$ cat src/rtl/bitop_unit.sv
module bitop_unit #(
  parameter logic [1:0] SPECIAL_TOP = 2'b11
) (
  input  logic       clk,
  input  logic       rst_n,
  input  logic       start,
  input  logic [2:0] op,
  input  logic [1:0] mode,
  input  logic [7:0] opnd,
  input  logic [1:0] bsel,
  input  logic [3:0] h_reg,
  input  logic [3:0] l_reg,
  output logic       busy,
  output logic       done,
  output logic       skip,
  output logic       err,
  output logic       cy,
  output logic       mem_rd,
  output logic       mem_wr,
  output logic [7:0] mem_addr,
  output logic [3:0] mem_wdata,
  input  logic [3:0] mem_rdata
);
  typedef enum logic [1:0] {S_IDLE, S_RD, S_EX} st_t;
  localparam logic [2:0] OP_SET = 3'd0, OP_CLR = 3'd1, OP_SKT = 3'd2, OP_SKF = 3'd3,
                         OP_TCLR = 3'd4, OP_AND = 3'd5, OP_OR = 3'd6, OP_XOR = 3'd7;

  st_t        st;
  logic [2:0] op_q;
  logic       ill_q;
  logic [7:0] addr_q;
  logic [1:0] bit_q;
  logic [7:0] addr_d;
  logic [1:0] bit_d;

  always_comb begin
    bit_d = bsel;
    case (mode)
      2'd0: addr_d = opnd;
      2'd1: addr_d = {SPECIAL_TOP, opnd[5:0]};
      2'd2: begin addr_d = {opnd[7:2], l_reg[3:2]}; bit_d = l_reg[1:0]; end
      default: addr_d = {h_reg, opnd[3:0]};
    endcase
  end

  wire legal_d = !(mode == 2'd0 && op[2]);
  wire cur     = mem_rdata[bit_q];
  wire combine = (op_q == OP_AND) || (op_q == OP_OR) || (op_q == OP_XOR);

  always_ff @(posedge clk or negedge rst_n) begin
    if (!rst_n) begin
      st <= S_IDLE; op_q <= '0; ill_q <= 1'b0; addr_q <= '0; bit_q <= '0; cy <= 1'b0;
    end else begin
      case (st)
        S_IDLE: if (start) begin
          st <= S_RD; op_q <= op; ill_q <= !legal_d; addr_q <= addr_d; bit_q <= bit_d;
        end
        S_RD: st <= S_EX;
        default: begin
          st <= S_IDLE;
          if (!ill_q && combine)
            case (op_q)
              OP_AND:  cy <= cy & cur;
              OP_OR:   cy <= cy | cur;
              default: cy <= cy ^ cur;
            endcase
        end
      endcase
    end
  end

  assign busy      = st != S_IDLE;
  assign mem_rd    = st == S_RD;
  assign mem_addr  = addr_q;
  assign done      = st == S_EX;
  assign err       = done && ill_q;
  assign skip      = done && !ill_q && (((op_q == OP_SKT || op_q == OP_TCLR) && cur) ||
                                        (op_q == OP_SKF && !cur));
  assign mem_wr    = done && !ill_q && (op_q == OP_SET || op_q == OP_CLR || (op_q == OP_TCLR && cur));
  assign mem_wdata = (mem_rdata & ~(4'd1 << bit_q)) | ({3'd0, op_q == OP_SET} << bit_q);


  done_pulse_chk: assert property (@(posedge clk) disable iff (!rst_n) done |=> !done);

  rd_then_done_chk: assert property (@(posedge clk) disable iff (!rst_n) mem_rd |=> done);

  err_no_write_chk: assert property (@(posedge clk) disable iff (!rst_n) err |-> !mem_wr && !skip);

  cy_hold_chk: assert property (@(posedge clk) disable iff (!rst_n) !done |=> $stable(cy));

  one_bit_chk: assert property (@(posedge clk) disable iff (!rst_n)
    mem_wr |-> $countones(mem_wdata ^ mem_rdata) <= 1);

  skip_done_chk: assert property (@(posedge clk) disable iff (!rst_n) (skip || mem_wr) |-> done);
endmodule

$ cat config.mk
export PLATFORM = sky130hd
export DESIGN_NAME = bitop_unit
export DESIGN_NICKNAME = d
export VERILOG_FILES = /design/src/rtl/bitop_unit.sv
export SDC_FILE = /design/constraint.sdc
export NUM_CORES = 1
export LEC_CHECK = 0
export ABC_CLOCK_PERIOD_IN_PS = 4000
export BUFFER_PORTS_ARGS = -buffer_cell sky130_fd_sc_hd__buf_2
export CAP_MARGIN = 20
export CORE_MARGIN = 3
export CORE_UTILIZATION = 47
export DETAILED_ROUTE_END_ITERATION = 7
export PLACE_DENSITY = 0.86
export SLEW_MARGIN = 5
export SYNTH_ARGS = -nofsm -noshare
export SYNTH_HDL_FRONTEND = slang
export SYNTH_SLANG_ARGS = --single-unit
export TNS_END_PERCENT = 30
$ cat constraint.sdc
create_clock -name clk -period 4 [get_ports clk]
set_input_delay 0.4 -clock clk [delete_from_list [all_inputs] [get_ports clk]]
set_output_delay 0.4 -clock clk [all_outputs]
set_load 0.1 [all_outputs]
# After elaboration in Yosys (flattened, before gate mapping)
# Cells that the tools add are included.
# W data, S select, Z words.
[totals] reg_bits=17 input_bits=30 elab_cells=59
[classes] magnitude_cmp=1 n_eq_ne=12 shift=2 n_mux=7 bitwise=7 n_reduce_logical=24
[ops] op="$pmux W8 S3" count=1
[ops] op="$eq A3 B3 Y1 const B" count=4
[ops] op="$logic_and A1 B1 Y1" count=9
[ops] op="$eq A3 B2 Y1 const B" count=2
[ops] op="$logic_or A1 B1 Y1" count=6
[ops] op="$and A4 B4 Y4" count=1
[ops] op="$eq A2 B1 Y1 const B" count=2
[ops] op="$eq A2 B2 Y1 const B" count=2
[ops] op="$logic_not A2 Y1" count=2
[ops] op="$mux W2" count=2
[ops] op="$not A4 Y4" count=1
[ops] op="$or A4 B4 Y4" count=1
[ops] op="$pmux W2 S2" count=1
[ops] op="$reduce_and A2 Y1" count=2
[ops] op="$shl A1 B2 Y4" count=1
[ops] op="$shl A1 B2 Y4 const A" count=1
[ops] op="$eq A3 B1 Y1 const B" count=1
[ops] op="$logic_not A3 Y1" count=1
[ops] op="$lt A2 B3 Y1 const B" count=1
[ops] op="$bmux W1 S2" count=1
[ops] op="$logic_not A1 Y1" count=2
[ops] op="$ne A2 B2 Y1 const B" count=1
[ops] op="$pmux W1 S2" count=1
[ops] op="$reduce_bool A2 Y1" count=1
[ops] op="other kinds (6)" count=6

# Depth between registers and ports, before layout
# Gate-level depths: netlist (run 1).
[logic_depth] depth_word=6 mapped_depth=6 mapped_depth_nobuf=6

# Worst setup path after synthesis (run 1)
# No wires, ideal clock.
[synth_path] path_type="register to output" startpoint="register st[1]" endpoint="output port mem_wr" t_arrival_ps=4292 required_time_ps=3600 path_slack_ps=-692 stages_incl_launch_ff=4 n_path_buf=0 cell_sequence="dfrtp_1 -> nor2b_1 -> nand2b_1 -> a211oi_1"
[synth_between] elab_chain_cells=3
[synth_rtl] item="start: declaration" line_no="28" source="st_t st;"
[synth_rtl] item="start signal: assignment" line_no="52" source="st <= S_IDLE; op_q <= '0; ill_q <= 1'b0; addr_q <= '0; bit_q <= '0; cy <= 1'b0;"
[synth_rtl] item="start signal: assignment" line_no="56" source="st <= S_RD; op_q <= op; ill_q <= !legal_d; addr_q <= addr_d; bit_q <= bit_d;"
[synth_rtl] item="start signal: assignment" line_no="58" source="S_RD: st <= S_EX;"
[synth_rtl] item="$eq A2 B2 Y1" line_no="75" source="assign done = st == S_EX;"
[synth_rtl] item="net done" line_no="14" source="output logic done,"
[synth_rtl] item="$logic_and A1 B1 Y1 (2 in a row)" line_no="79" source="assign mem_wr = done && !ill_q && (op_q == OP_SET || op_q == OP_CLR || (op_q == OP_TCLR && cur));"
[synth_rtl] item="end: declaration" line_no="19" source="output logic mem_wr,"
# The timed path passes the listed nets, and every way through them passes these cells.

# Worst setup path in the final report (run 1)
[layout_path] startpoint="register bit_q[0]" endpoint="output port skip"
[layout_between] elab_chain_cells=6 word_cells_on_any_way=7 classes_between="mux (2); reduce/logical (5)"
[layout_rtl] item="start: declaration" line_no="32" source="logic [1:0] bit_q;"
[layout_rtl] item="start signal: assignment" line_no="52"
[layout_rtl] item="start signal: assignment" line_no="56"
[layout_rtl] item="$bmux W1 S2 *" line_no="47" source="wire cur = mem_rdata[bit_q];"
[layout_rtl] item="$mux W1 (not written as such) *" line_no="47"
[layout_rtl] item="$logic_not A1 Y1" line_no="78" source="(op_q == OP_SKF && !cur));"
[layout_rtl] item="$logic_and A1 B1 Y1" line_no="78"
[layout_rtl] item="$logic_or A1 B1 Y1 *" line_no="77" source="assign skip = done && !ill_q && (((op_q == OP_SKT || op_q == OP_TCLR) && cur) ||"
[layout_rtl] item="$logic_and A1 B1 Y1 *" line_no="77"
[layout_rtl] item="end: declaration" line_no="15" source="output logic skip,"
# Every way passes the cells marked *; elsewhere a longest branch is shown, timed or not. The select of a mux whose other input is x is not followed.

==> results of run 1 <==
==> cell type report <==
class / count / area [um^2] / share of cell area [%]
Multi-Input combinational cell: 78 / 487 / 39.4
Timing Repair Buffer: 49 / 250 / 20.3
Sequential cell: 17 / 425 / 34.4
Tap cell: 25 / 31.3 / 2.53
Clock inverter: 1 / 7.51 / 0.608
Clock buffer: 3 / 22.5 / 1.82
Inverter: 3 / 11.3 / 0.912
==> state kept, by name, summed over array words and instances, names as in the netlist <==
name      cells
bit_q         2
mem_addr      8
ill_q         1
op_q          3
cy            1
st            2
==> power groups by stage <==
stage / Combinational, mW / Sequential, mW / Clock, mW
after floorplan: 0.241 / 0.437 / 0
after global placement: 0.495 / 0.257 / 0
after detailed placement: 0.505 / 0.261 / 0
after CTS: 0.506 / 0.258 / 0.0986
after global routing: 0.531 / 0.267 / 0.105
final: 0.503 / 0.258 / 0.0968
==> worst paths after layout <==
path                       cells after the start           to  slack, ns
min                                            3  mem_addr[3]       0.28
max in group asynchronous                      2        ill_q       3.20
min in group asynchronous                      2  mem_addr[5]       0.53
max reg2reg                                    6           cy       2.04
min reg2reg                                    2  mem_addr[3]       0.48
max                                            4         skip       1.37
==> per-layer routing <==
layer	part of all wire [%]	track usage (%)	up-vias	wire length (um)
li1	-	-	443	-
met1	42	21.3	376	868
met2	48	32.4	39	980
met3	7.0	2.97	8	145
met4	3.1	11.2	0	63
met5	0	0	-	0
==> kinds of logic (layout without fill, tap and decap cells) <==
logic type | Yosys count | count (layout) | synth area share (%)
and+or+nand+nor | 49 | 49 | 24.7
DFF | 17 | 17 | 45.6
xor gates and xnor gates | 1 | 1 | 0.939
AOI/OAI and AO/OA | 14 | 14 | 8.58
buffers and inverters | 7 | 56 | 2.81
adders and majority gates | 2 | 2 | 2.68
muxes | 12 | 12 | 14.7
==> cells in the mapped netlist (2+ instances only) <==
| master | instances | share of area (%) |
|---|---|---|
| a21oi_1 | 2 | 1.1 |
| clkbuf_1 | 4 | 1.6 |
| dfrtp_1 | 17 | 46 |
| ha_1 | 2 | 2.7 |
| inv_1 | 3 | 1.2 |
| mux2_2 | 4 | 4.8 |
| mux2i_1 | 7 | 7.5 |
| nand2_1 | 29 | 12 |
| nand2b_1 | 3 | 2.0 |
| nor2_1 | 3 | 1.2 |
| nor2b_1 | 4 | 2.7 |
| nor3_1 | 2 | 1.1 |
| o21ai_0 | 8 | 4.3 |
| o22ai_1 | 2 | 1.3 |
==> metrics by stage <==
| step | worst slack, ns | cells | total power, mW |
|---|---|---|---|
| after floorplan | 0.0496 | 102 | 0.678 |
| after global placement | 1.68 | 171 | 0.752 |
| after detailed placement | 1.67 | 171 | 0.766 |
| after CTS | 1.36 | 176 | 0.863 |
| after global routing | 1.24 | 176 | 0.903 |
| final | 1.37 | 176 | 0.858 |
==> critical path: stages (launching register included) <==
cell and delay [ns]:
dfrtp_1 0.45, mux4_2 0.58, or3_1 0.36, a21oi_1 0.12
buf_2 0.44
==> impl_metrics.py, run 1 <==
metrics = {
    "setup_path": {
        "critPathKind": "reg -> out",
        "cp.arrival_ns": 2.23,
        "cp_max_fo": 6,
        "crit_path_start": "bit_q[0]",
        "r2r_start": "bit_q[0]",
        "start_kind": "flip-flop",
        "cp.required_ns": 3.60,
        "crit_path_end_kind": "primary output",
    },
    "sta": {
        "setup_violations": 0,
        "worst_slew_pin_slew_ns": 0.491,
        "hold_ws_ns": 0.281,
        "fin_setup_tns_ns": 0,
        "grt_setup_unrepaired": "no",
        "relSlewSlack_pct": 67.5,
        "fin_skew_ns": 0.00567,
        "max_freq_mhz": 380,
        "hold_viol": 0,
        "min_period_ns": 2.63,
        "finalCritPeriodShare_pct": 65.8,
        "slew_viol_final": 0,
    },
    "synth": {
        "ys_seq_area_share_pct": 45.6,
        "syn_area_um2": 933,
        "yosys_warnings": 0,
        "synth.distinct_cells": 26,
        "synth_ff_type": "dfrtp_1",
        "synth_nets": 134,
        "avgSynthCellArea_um2": 9.15,
        "ys_async_sr_fraction_pct": 100,
        "synth_edf_count": 0,
        "synthCells": 102,
        "synth-seq-cells": 17,
    },
    "global_route": {
        "grtUsageTotal_pct": 18.6,
        "antenna_found_initial": 0,
        "first_global_vias": 877,
        "grt_max_degree": 24,
        "grt-ovfl-total": 0,
        "grt_first_pass_wirelength_um": 3640,
    },
    "routing": {
        "drc": 0,
        "first_pass_iters": 4,
        "vias": 866,
        "routedWlPerCell_um": 11.7,
        "via_per_inst": 4.92,
        "drtIter0Drc": 10,
        "final_antenna_net_count": 0,
        "wirelength_um": 2060,
    },
    "clock_network": {
        "cts.path.max_buffers": 2,
        "ctsHoldBuffers": 1,
        "root_buffer": "clkbuf_4",
        "postCtsSetupBuffers": 0,
        "cts_resized": 0,
        "htree_levels": 1,
        "cts_buffers": 3,
        "worstSkewPairLatency_ns": 0.30,
        "cts_tree": "built",
        "clk_pin_slew_ns": 0.11,
        "cts_sinks": 17,
    },
    "power_and_ir_drop": {
        "power_switching_mw": 0.503,
        "leakagePower_nw": 0.688,
        "p_int_mw": 0.354,
        "powerDensity_mw_per_mm2": 694,
        "switching_share_pct": 58.7,
        "p_seq_share_pct": 30.1,
        "irDropWorstVdd_uv": 512,
        "pwr-share-clk_pct": 11.3,
        "combPwrFrac_pct": 58.7,
    },
    "final_layout": {
        "area_delta_synth_final_pct": 32.3,
        "fill_cells": 159,
        "final_cell_area_mm2": 0.00123,
        "diodes": 0,
        "postLayoutCoreUtil_pct": 68.5,
        "mostFrequentLayoutCells": "48 x buf_2, 29 x nand2_1, 17 x dfrtp_1",
        "drive_above_1_share_pct": 39.7,
        "final_common_cell": "buf_2",
        "fin_nets": 184,
    },
    "placement": {
        "place_area_mm2": 0.00119,
        "dp_hpwl_um": 1640,
        "numPortBuffers": 48,
        "gp_congestion": 0.734,
    },
    "floorplan": {
        "rows": 15,
        "initial_core_util_pct": 51.8,
        "fp.dieH_um": 50.6,
        "die_x_um": 50.6,
        "die-area_mm2": 0.00256,
        "boundaryPins": 49,
        "core_mm2": 0.00180,
    },
    "worst_hold_path": {
        "hp-class": "in -> reg",
        "worstHoldStart": "opnd[3]",
    },
    "job": {
        "maxCapViolations": 0,
    },
    "status": {
        "status": "finished clean",
    },
}
No activity file was read; power rests on OpenSTA's default activity.
==> run 2, diff against run 1 <==
ABC_CLOCK_PERIOD_IN_PS = 2600   (was 4000)
CORE_UTILIZATION = 44   (was 47)
PLACE_DENSITY = 0.81   (was 0.86)
clock period = 2.6 ns   (was 4 ns; I/O delays follow)
==> impl_metrics.py, run 2 (same netlist as run 1, synthesis figures left out) <==
metrics = {
    "floorplan": {
        "core_mm2": 0.00198,
        "die_x_um": 52.1,
        "boundaryPins": 49,
        "fp.dieH_um": 52.1,
        "initial_core_util_pct": 47.1,
        "rows": 16,
        "die-area_mm2": 0.00271,
    },
    "power_and_ir_drop": {
        "irDropWorstVdd_uv": 648,
        "powerDensity_mw_per_mm2": 1050,
        "leakagePower_nw": 0.692,
    },
    "routing": {
        "drc": 0,
        "routedWlPerCell_um": 11.9,
        "drtIter0Drc": 5,
        "first_pass_iters": 4,
        "final_antenna_net_count": 0,
        "wirelength_um": 2120,
        "via_per_inst": 4.88,
        "vias": 868,
    },
    "clock_network": {
        "clk_pin_slew_ns": 0.09,
        "worstSkewPairLatency_ns": 0.28,
        "root_buffer": "clkbuf_4",
        "cts_tree": "built",
        "cts_sinks": 17,
        "cts_buffers": 3,
        "cts.path.max_buffers": 2,
        "postCtsSetupBuffers": 0,
        "htree_levels": 1,
    },
    "sta": {
        "relSlewSlack_pct": 67.6,
        "setup_violations": 0,
        "slew_viol_final": 0,
        "max_freq_mhz": 400,
        "finalCritPeriodShare_pct": 96.2,
        "min_period_ns": 2.50,
        "fin_setup_tns_ns": 0,
        "worst_slew_pin_slew_ns": 0.490,
        "grt_setup_unrepaired": "no",
        "hold_viol": 0,
        "fin_skew_ns": 0.00116,
    },
    "setup_path": {
        "cp_num_buf_inv": 1,
        "cp.arrival_ns": 2.24,
        "critPathKind": "reg -> out",
        "crit_family": "multiplexers",
        "critPathMaxStageDelay_ns": 0.59,
        "start_kind": "flip-flop",
        "crit_path_end_kind": "primary output",
        "cp_max_fo": 6,
        "path_cells": "mux4_2 > or3_1 > a21oi_2 > buf_2",
        "cpMaxStageDelayCell": "mux4_2",
        "cp.required_ns": 2.34,
    },
    "global_route": {
        "grt_max_degree": 24,
        "grtUsageTotal_pct": 16.7,
        "grt-ovfl-total": 0,
        "grt_first_pass_wirelength_um": 3320,
        "antenna_found_initial": 0,
        "first_global_vias": 809,
    },
    "final_layout": {
        "fin_nets": 184,
        "final_common_cell": "buf_2",
        "drive_above_1_share_pct": 40.4,
        "fill_cells": 178,
        "seq_area_um2": 425,
        "final_cell_area_mm2": 0.00125,
        "diodes": 0,
        "area_delta_synth_final_pct": 34.2,
        "largest_reg_flops": 8,
        "multiInputGateArea_um2": 505,
        "mostFrequentLayoutCells": "48 x buf_2, 29 x nand2_1, 17 x dfrtp_1",
    },
    "placement": {
        "dp_hpwl_um": 1680,
        "gp_congestion": 0.733,
        "numPortBuffers": 48,
        "place_area_mm2": 0.00122,
    },
    "job": {
        "maxCapViolations": 0,
    },
    "status": {
        "status": "finished clean",
    },
    "worst_hold_path": {
        "hp-class": "in -> reg",
    },
}
## run 2: cell types whose count changed in the layout (fill, tap and decap cells not counted)
cell,previous run,this run
a211oi_2,1,0
a211oi_4,0,1
a21oi_1,2,1
a21oi_2,0,1
clkbuf_1,0,1
clkinvlp_4,1,0
nor2b_1,4,3
nor2b_4,0,1
## run 2: worst paths after layout
| check | startpoint | end | slack [ns] | cells past startpoint |
|---|---|---|---|---|
| min | opnd[2] | mem_addr[2] | 0.16 | 3 |
| min in group asynchronous | rst_n | st[0] | 0.42 | 2 |
| min reg2reg | mem_addr[3] | mem_addr[3] | 0.48 | 2 |
| max reg2reg | bit_q[0] | cy | 0.62 | 6 |
| max | bit_q[0] | skip | 0.1 | 4 |
| max in group asynchronous | rst_n | mem_addr[2] | 1.91 | 2 |
## run 2: worst reg2reg max path, delay by kind of cell, from the launching register on
kind                       cells  cell delay (ns)
AOI/OAI and AO/OA              2             0.38
DFF                            1             0.45
muxes                          2             0.73
buffers and inverters          1             0.08
adders and majority gates      1             0.23
## run 2: repair_timing
| action | in CTS | in global routing |
|---|---|---|
| hold buffers | 1 | 0 |
| hold endpoints to repair | 17 | 0 |
| gates resized for setup | 0 | 0 |
## run 2: power by group
group / internal [mW] / leakage [nW] / switching (mW)
clock network: 0.0595 / 0.0150 / 0.0774
registers: 0.328 / 0.210 / 0.0709
logic: 0.163 / 0.467 / 0.623
total: 0.550 / 0.692 / 0.771
## run 2: routing by layer
metal	GRT usage (%)	routed length, um
met1	18.9	845
met2	29.7	1110
met3	2.87	155
met4	8.30	11
met5	0	0
## run 2: cell type report
type	count	area share, %
repair buffers	49	20.0
flip-flops and latches	17	34.0
multi-input cells	78	40.4
well taps	27	2.70
clock buffers	4	2.10
inverters	3	0.899
## run 2: through the flow
stage	total power [mW]	setup slack, ns	utilization, %	hold slack [ns]	std cells
3_5_place_dp	1.19	0.414	61.4	0.209	173
6_report	1.32	0.0991	63.2	0.164	178
4_1_cts	1.34	0.0744	63.2	0.152	178
5_1_grt	1.39	0.00147	63.2	0.161	178
3_3_place_gp	1.17	0.459	61.4	0.199	173
2_1_floorplan	1.06	0.101	-	-0.0356	102
==> run 3, diff against run 2 <==
ABC_AREA = 1   (was default)
CORE_UTILIZATION = 45   (was 44)
==> impl_metrics.py, run 3 <==
metrics = {
    "synth": {
        "syn_area_mm2": 0.00103,
        "synth_compound_area_share_pct": 18.8,
        "synthMuxAreaShare_pct": 0,
        "synth_area_leaders": "dfrtp_1 41%, nand2_1 12%, o21ai_2 5.9%, inv_1 5.1%, nor2_1 4.7%",
        "synthSimpleGateAreaFrac_pct": 29.0,
        "synth_top_family_by_area": "simple AND/OR/NAND/NOR gates",
        "avgSynthCellArea_um2": 7.82,
        "synth_edf_count": 0,
        "synth_top_area_share_pct": 41.2,
        "synth_nets": 164,
        "synth.most_common_cell": "nand2_1",
        "synthCells": 132,
        "yosys_warnings": 0,
        "synth-seq-cells": 17,
        "ys_seq_area_share_pct": 41.2,
        "synth_ff_type": "dfrtp_1",
        "yosys-top-cells-count": "32 x nand2_1, 17 x dfrtp_1, 14 x inv_1, 13 x nor2_1, 8 x o21ai_0",
        "synth.largest_area_cell": "dfrtp_1",
        "synth_fa_ha_area_share_pct": 2.42,
        "ys_async_sr_fraction_pct": 100,
        "synth.distinct_cells": 25,
        "synthXorXnorAreaFrac_pct": 0,
    },
    "setup_path": {
        "critPathKind": "reg -> out",
        "start_kind": "flip-flop",
        "cp.arrival_ns": 1.79,
        "cp_max_fo": 5,
        "cp.required_ns": 2.34,
        "worst-r2r-setup-slack_ns": 1.04,
        "crit_path_end_kind": "primary output",
    },
    "global_route": {
        "grt-ovfl-total": 0,
        "grt_first_pass_wirelength_um": 4060,
        "first_global_vias": 1001,
        "grt_max_degree": 22,
        "grtUsageTotal_pct": 19.6,
        "antenna_found_initial": 0,
    },
    "final_layout": {
        "multiInputGateArea_um2": 520,
        "drive_above_1_share_pct": 41.5,
        "final_cell_area_mm2": 0.00133,
        "mostFrequentLayoutCells": "48 x buf_2, 32 x nand2_1, 17 x dfrtp_1",
        "largest_reg_flops": 8,
        "fill_cells": 183,
        "area_delta_synth_final_pct": 28.5,
        "diodes": 0,
        "fin_nets": 216,
        "final_common_cell": "buf_2",
        "seq_area_um2": 425,
    },
    "routing": {
        "drc": 0,
        "vias": 1047,
        "first_pass_iters": 4,
        "final_antenna_net_count": 0,
        "drtIter0Drc": 21,
        "routedWlPerCell_um": 11.4,
        "wirelength_um": 2400,
        "via_per_inst": 4.99,
    },
    "sta": {
        "worst_slew_pin_slew_ns": 0.529,
        "relSlewSlack_pct": 64.7,
        "min_period_ns": 2.05,
        "hold_viol": 0,
        "slew_viol_final": 0,
        "grt_setup_unrepaired": "no",
        "finalCritPeriodShare_pct": 79.0,
        "hold_ws_ns": 0.173,
        "setup_slack_ns": 0.546,
        "max_freq_mhz": 487,
        "setup_violations": 0,
        "fin_skew_ns": 0.00386,
    },
    "clock_network": {
        "cts_buffers": 3,
        "root_buffer": "clkbuf_4",
        "worstSkewPairLatency_ns": 0.29,
        "cts_sinks": 17,
        "postCtsSetupBuffers": 0,
        "htree_levels": 1,
        "cts_tree": "built",
        "cts.path.max_buffers": 2,
        "clk_pin_slew_ns": 0.09,
    },
    "power_and_ir_drop": {
        "total_power_mw": 1.39,
        "powerDensity_mw_per_mm2": 1050,
        "leakagePower_nw": 0.727,
        "irDropWorstVdd_uv": 715,
    },
    "placement": {
        "place_area_mm2": 0.00129,
        "dp_hpwl_um": 1940,
        "gp_congestion": 0.813,
        "post-place-ws_ns": 0.886,
        "numPortBuffers": 48,
    },
    "job": {
        "maxCapViolations": 0,
    },
    "worst_hold_path": {
        "hp-class": "in -> reg",
    },
    "floorplan": {
        "die_x_um": 53.9,
        "boundaryPins": 49,
        "fp.dieH_um": 53.9,
        "die-area_mm2": 0.00290,
        "core_mm2": 0.00206,
        "rows": 16,
        "initial_core_util_pct": 50.1,
    },
    "status": {
        "status": "finished clean",
    },
}
## run 3: where the power goes
group	internal (mW)	total, mW	leakage, nW	switching (mW)
logic	0.163	0.865	0.502	0.702
clock network	0.0596	0.138	0.0150	0.0785
registers	0.328	0.386	0.210	0.0572
total	0.551	1.39	0.727	0.838
## run 3: worst paths after layout
path	startpoint	endpoint	cells past startpoint
max	op_q[2]	mem_wdata[3]	6
max in group asynchronous	rst_n	mem_addr[1]	2
min in group asynchronous	rst_n	mem_addr[7]	2
min	opnd[2]	mem_addr[2]	3
max reg2reg	st[1]	mem_addr[6]	6
min reg2reg	mem_addr[3]	mem_addr[3]	2
## run 3: kinds of logic (layout without fill, tap and decap cells)
| kind of cell | count (synthesis) | in the layout |
|---|---|---|
| flops | 17 | 17 |
| simple gates | 65 | 65 |
| compound gates | 28 | 28 |
| fa+ha+maj | 2 | 2 |
| buf+inv | 20 | 71 |
## run 3: critical path, cell delays in order, from the launching register on
cell and delay (ns):
dfrtp_1 0.43, inv_1 0.14, nand2_1 0.10, nor2_1 0.13, nand2_1 0.07, o21ai_0 0.18, buf_2 0.46
## run 3: through the flow
| stage | util (%) | setup TNS [ns] | instances |
|---|---|---|---|
| finish | 64.3 | 0 | 210 |
| global route | 64.3 | 0 | 210 |
| CTS | 64.3 | 0 | 210 |
| detailed placement | 62.6 | 0 | 205 |
| global placement | 62.6 | 0 | 205 |
| floorplan | - | -2.30 | 132 |
## run 3: final cells by class
cell class | count | share of cell area, %
clock buffer | 4 | 1.98
sequential | 17 | 32.1
timing repair buffer | 49 | 18.9
tap | 27 | 2.55
multi-input combinational | 95 | 39.2
inverter | 18 | 5.28
## run 3: timing repair
item,in CTS,in global routing
hold buffers,1,0
hold endpoints to repair,17,0
resized for setup,0,0
## run 3: per-layer routing
metal  wire (um)  vias up  global-route usage [%]
li1            -      528                       -
met1        1030      468                    23.4
met2        1120       44                    33.7
met3         196        7                    3.88
met4          48        0                    8.51
met5           0        -                       0
